<file path="src/rtl/tmr_chan.sv">
module tmr_chan #(
  parameter int W = 16
) (
  input  logic         clk,
  input  logic         rst_n,
  input  logic [W-1:0] mod_val,
  input  logic [1:0]   mode,
  input  logic [1:0]   edge_sel,
  input  logic         irq_en,
  input  logic         pin_in,
  input  logic         val_we,
  input  logic [W-1:0] val_wdata,
  input  logic         sts_rd,
  input  logic         sts_we,
  input  logic         sts_wdata,
  output logic [W-1:0] cnt,
  output logic         cnt_down,
  output logic [W-1:0] val_rdata,
  output logic         flag,
  output logic         irq,
  output logic         pin_out
);
  localparam logic [1:0] M_CAP = 2'd0, M_OC = 2'd1, M_CPWM = 2'd3;

  logic [W-1:0] cnt_q, chv_q;
  logic dn_q, s1_q, s2_q, s3_q, flag_q, armed_q, oc_q;

  wire center = (mode == M_CPWM);

  always_ff @(posedge clk or negedge rst_n)
    if (!rst_n) begin
      cnt_q <= '0;
      dn_q  <= 1'b0;
    end else if (center) begin
      if (mod_val == '0) begin
        cnt_q <= '0;
        dn_q  <= 1'b0;
      end else if (!dn_q) begin
        if (cnt_q >= mod_val) begin
          dn_q  <= 1'b1;
          cnt_q <= mod_val - 1'b1;
        end else
          cnt_q <= cnt_q + 1'b1;
      end else if (cnt_q == '0) begin
        dn_q  <= 1'b0;
        cnt_q <= W'(1);
      end else
        cnt_q <= cnt_q - 1'b1;
    end else begin
      dn_q  <= 1'b0;
      cnt_q <= (cnt_q >= mod_val) ? '0 : cnt_q + 1'b1;
    end

  always_ff @(posedge clk or negedge rst_n)
    if (!rst_n) {s1_q, s2_q, s3_q} <= 3'b000;
    else        {s1_q, s2_q, s3_q} <= {pin_in, s1_q, s2_q};

  wire rise    = s2_q & ~s3_q;
  wire fall    = ~s2_q & s3_q;
  wire cap_evt = (mode == M_CAP) & ((edge_sel[0] & rise) | (edge_sel[1] & fall));
  wire match   = (cnt_q == chv_q);
  wire cmp_evt = (mode != M_CAP) & match;
  wire evt     = cap_evt | cmp_evt;
  wire clr     = sts_we & ~sts_wdata & armed_q;

  always_ff @(posedge clk or negedge rst_n)
    if (!rst_n)       chv_q <= '0;
    else if (cap_evt) chv_q <= cnt_q;
    else if (val_we)  chv_q <= val_wdata;

  always_ff @(posedge clk or negedge rst_n)
    if (!rst_n) begin
      flag_q  <= 1'b0;
      armed_q <= 1'b0;
    end else begin
      flag_q <= evt | (flag_q & ~clr);
      if (evt | sts_we)        armed_q <= 1'b0;
      else if (sts_rd & flag_q) armed_q <= 1'b1;
    end

  always_ff @(posedge clk or negedge rst_n)
    if (!rst_n)                           oc_q <= 1'b0;
    else if ((mode == M_OC) & match)      oc_q <= ~oc_q;

  assign cnt       = cnt_q;
  assign cnt_down  = dn_q;
  assign val_rdata = chv_q;
  assign flag      = flag_q;
  assign irq       = flag_q & irq_en;
  assign pin_out   = (mode == M_OC) ? oc_q : (mode[1] & (cnt_q < chv_q));
endmodule

</file>
<file path="config.mk">
export PLATFORM = sky130hd
export DESIGN_NAME = tmr_chan
export DESIGN_NICKNAME = d
export VERILOG_FILES = /design/src/rtl/tmr_chan.sv
export SDC_FILE = /design/constraint.sdc
export NUM_CORES = 1
export LEC_CHECK = 0
export BUFFER_PORTS_ARGS = -buffer_cell sky130_fd_sc_hd__buf_2
export CORE_UTILIZATION = 50
export CTS_CLUSTER_DIAMETER = 200
export DETAILED_ROUTE_END_ITERATION = 8
export PLACE_DENSITY = 0.85
export RECOVER_POWER = 25
export SLEW_MARGIN = 20
export SYNTH_ARGS = -nofsm -noshare
export SYNTH_HDL_FRONTEND = slang
export SYNTH_SLANG_ARGS = --single-unit
</file>
<file path="constraint.sdc">
create_clock -name clk -period 2.33 [get_ports clk]
set_input_delay 0 -clock clk [delete_from_list [all_inputs] [get_ports clk]]
set_output_delay 0 -clock clk [all_outputs]
set_load 0.01 [all_outputs]
</file>
==> impl_metrics.env <==
export IMPL_core_um2=6944
export IMPL_drt_initial_drc_count=428
export IMPL_drive_gt1_frac=0.2447
export IMPL_diodes=0
export IMPL_gp_congestion=0.8963
export IMPL_placement_cell_area_um2=4327
export IMPL_fmax_mhz=436.7
export IMPL_pwr_share_seq=0.225
export IMPL_wire_per_inst_um=17.77
export IMPL_cp_common_cell="nand3_1"
export IMPL_fin_nets=644
export IMPL_slowest_stage="dfrtp_1"
export IMPL_syn_nets=535
export IMPL_cts_tree="done"
export IMPL_ys_types=51
export IMPL_dr_pass1_iters=6
export IMPL_end_kind="flop"
export IMPL_synthFlopType="dfrtp_1"
export IMPL_clkTransAtPathRegs_ns=0.09
export IMPL_dieArea_um2=7699
export IMPL_routed_wl_um=11730
export IMPL_hold_class="in -> reg"
export IMPL_internal_power_uw=2540
export IMPL_finalCriticalPeriod_ns=2.290
export IMPL_ys_warn_count=0
export IMPL_via_per_inst=6.153
export IMPL_crit_fanout=6
export IMPL_finalClockSkew_ns=0.007891
export IMPL_tightestPinTransition_ns=0.9259
export IMPL_tns_ns=0
export IMPL_powerDensity_nw_per_um2=991.3
export IMPL_grt_pass1_wl_um=18050
export IMPL_gr_usage_all_layers=0.3033
export IMPL_worstSkewPairLatency_ns=0.31
export IMPL_die_height_um=87.75
export IMPL_ys_top_cells_by_count="41 x a21oi_1, 39 x dfrtp_1, 37 x ha_1, 37 x inv_1, 34 x nor2_1"
export IMPL_ios=80
export IMPL_synth_seq_area_share=0.2655
export IMPL_cts_inserted_buffers=5
export IMPL_cpPeakStageDelay_ns=0.40
export IMPL_slew_viol_final=0
export IMPL_drc=0
export IMPL_synth_largest_area_cell="dfrtp_1"
export IMPL_status="finished, violations left"
export IMPL_swShare=0.4515
export IMPL_vias=4061
export IMPL_holdPathStages=3
export IMPL_port_buffers=79
export IMPL_synth_edf_count=0
export IMPL_comb_power_share=0.624
export IMPL_hold_viol_final=2
export IMPL_path_cells="inv_2 -> ha_1 -> nand2b_1 -> a2111oi_4 -> o21a_1 -> o211ai_1 -> buf_4 -> clkdlybuf4s15_2 -> nand3_1 -> nand3_1"
export IMPL_crit_required_ns=2.50
export IMPL_drv_cap=0
export IMPL_die_w_um=87.75
export IMPL_stdcell_area_um2=4671
export IMPL_finalPower_uw=4630
export IMPL_yosysMostFrequentCell="a21oi_1"
export IMPL_ir_drop_mv=0.4148
export IMPL_h_tree_depth=2
export IMPL_slew_headroom=0.3828
export IMPL_avgSynthCellArea_um2=8.097
export IMPL_start_util=0.5294
export IMPL_grt_pass1_vias=3844
export IMPL_violations="negative hold slack"
export IMPL_synthesis_area_um2=3676
export IMPL_grt_setup_unrepaired="yes"
export IMPL_synth_top_area_share=0.2655
export IMPL_cts_sinks=39
export IMPL_worst_r2r_cell_count=10
export IMPL_synth_seq_cells=39
export IMPL_cts_root_buf="clkbuf_8"
export IMPL_antenna_found_initial=0
export IMPL_cts_max_path_buffers=2
export IMPL_syn_inst=454
export IMPL_grt_max_degree=40
export IMPL_synth_async_reset_ratio=1.000
export IMPL_p_clk_frac=0.151
export IMPL_fin_ws_ns=0.03993
export IMPL_cp_arrival_ns=2.46
export IMPL_area_growth_pct=27.06
export IMPL_post_route_period_util=0.9829
export IMPL_dp_hpwl_um=8572
export IMPL_power_leakage_uw=0.002239
export IMPL_place_ws_ns=0.02141
export IMPL_p_sw_uw=2091
export IMPL_rows=30
export IMPL_hold_slack_ns=-0.005655
export IMPL_postRouteAntennaNets=0
export IMPL_start_kind="flop"
export IMPL_critPathKind="reg -> reg"
export IMPL_synthTopCellsByArea="dfrtp_1 27%, ha_1 13%, xnor2_1 5.7%"
export IMPL_setup_viol=0
export IMPL_overflow=0
cells in the final DEF, fill, tap and decap left out, types with 24 or more instances in the layout:
cell type	count
buf_2	61
buf_4	40
a21oi_1	39
inv_1	35
nor2_1	34
ha_1	34
dfrtp_1	34
nand3_1	30
nand2_1	27
xnor2_1	24
what timing repair did:
action | in CTS | in global routing
resized for setup | 3 | 23
hold endpoints to repair | 44 | 0
gates cloned | 0 | 1
pin swaps | 2 | 10
hold buffers | 6 | 0
endpoints found under the setup margin | 1 | 15
buffers inserted | 2 | 7
path summary, 6_finish.rpt:
check                             startpoint           end  slack, ns
worst min register to register          s1_q          s2_q       0.37
worst max register to register        cnt[0]        cnt[9]       0.04
min in group asynchronous              rst_n  val_rdata[3]       0.35
worst max-delay path                  cnt[0]        cnt[9]       0.04
worst min-delay path            val_wdata[5]  val_rdata[5]     -0.006
max in group asynchronous              rst_n        cnt[3]       1.32
per-stage QoR:
stage | hold slack, ns | utilization | cells
after global routing | 0.01720 | 0.6726 | 660
after CTS | 0.0002589 | 0.6537 | 652
final | -0.005655 | 0.6726 | 660
after global placement | 0.1091 | 0.6231 | 636
after floorplan | -0.2956 | - | 454
after detailed placement | 0.1106 | 0.6231 | 636
logic make-up (layout without fill, tap and decap cells):
logic type / Yosys count / after routing / synth area share
AO/OA/AOI/OAI: 102 / 102 / 0.1767
XOR/XNOR: 33 / 33 / 0.07863
adder cells (fa/ha/maj): 37 / 37 / 0.1259
buffers and inverters: 62 / 172 / 0.06807
flip-flops: 39 / 39 / 0.2655
multiplexers: 20 / 20 / 0.05446
AND/OR/NAND/NOR: 161 / 161 / 0.2308
worst max-delay path: cells and delay by family (launching register included):
kind	cells	cell delay (ns)
buffers and inverters	3	0.52
AOI/OAI and AO/OA	3	0.63
adders and majority gates	1	0.23
and+or+nand+nor	3	0.38
DFF	1	0.40
flip-flops by register name, summed over array words and instances (netlist names):
name / flops
s2_q: 1
armed_q: 1
s3_q: 1
s1_q: 1
val_rdata: 16
flag: 1
oc_q: 1
cnt: 16
cnt_down: 1
layout make-up:
cell class / instances / area [um2]
Multi-Input combinational cell: 353 / 2541
Fill cell: 579 / 2273
Sequential cell: 39 / 982.2
Timing Repair Buffer: 127 / 755.7
Inverter: 37 / 138.9
Tap cell: 96 / 120.1
Clock buffer: 6 / 72.57
Clock inverter: 2 / 60.06
power groups by stage:
stage          logic (uW)  registers, uW  clock network, uW
3_3_place_gp         2460           1030                  0
6_report             2890           1040                698
2_1_floorplan        1600           1090                  0
4_1_cts              2620           1020                699
5_1_grt              3140           1060                715
3_5_place_dp         2550           1040                  0
metal layers:
| layer | GRT usage | vias up | routed length [um] |
|---|---|---|---|
| met5 | 0 | - | 0 |
| met4 | 0.1326 | 0 | 407 |
| met3 | 0.03864 | 45 | 781 |
| met2 | 0.5300 | 228 | 5911 |
| met1 | 0.3735 | 1934 | 4625 |
| li1 | - | 1854 | - |
No activity file was read; power rests on OpenSTA's default activity.
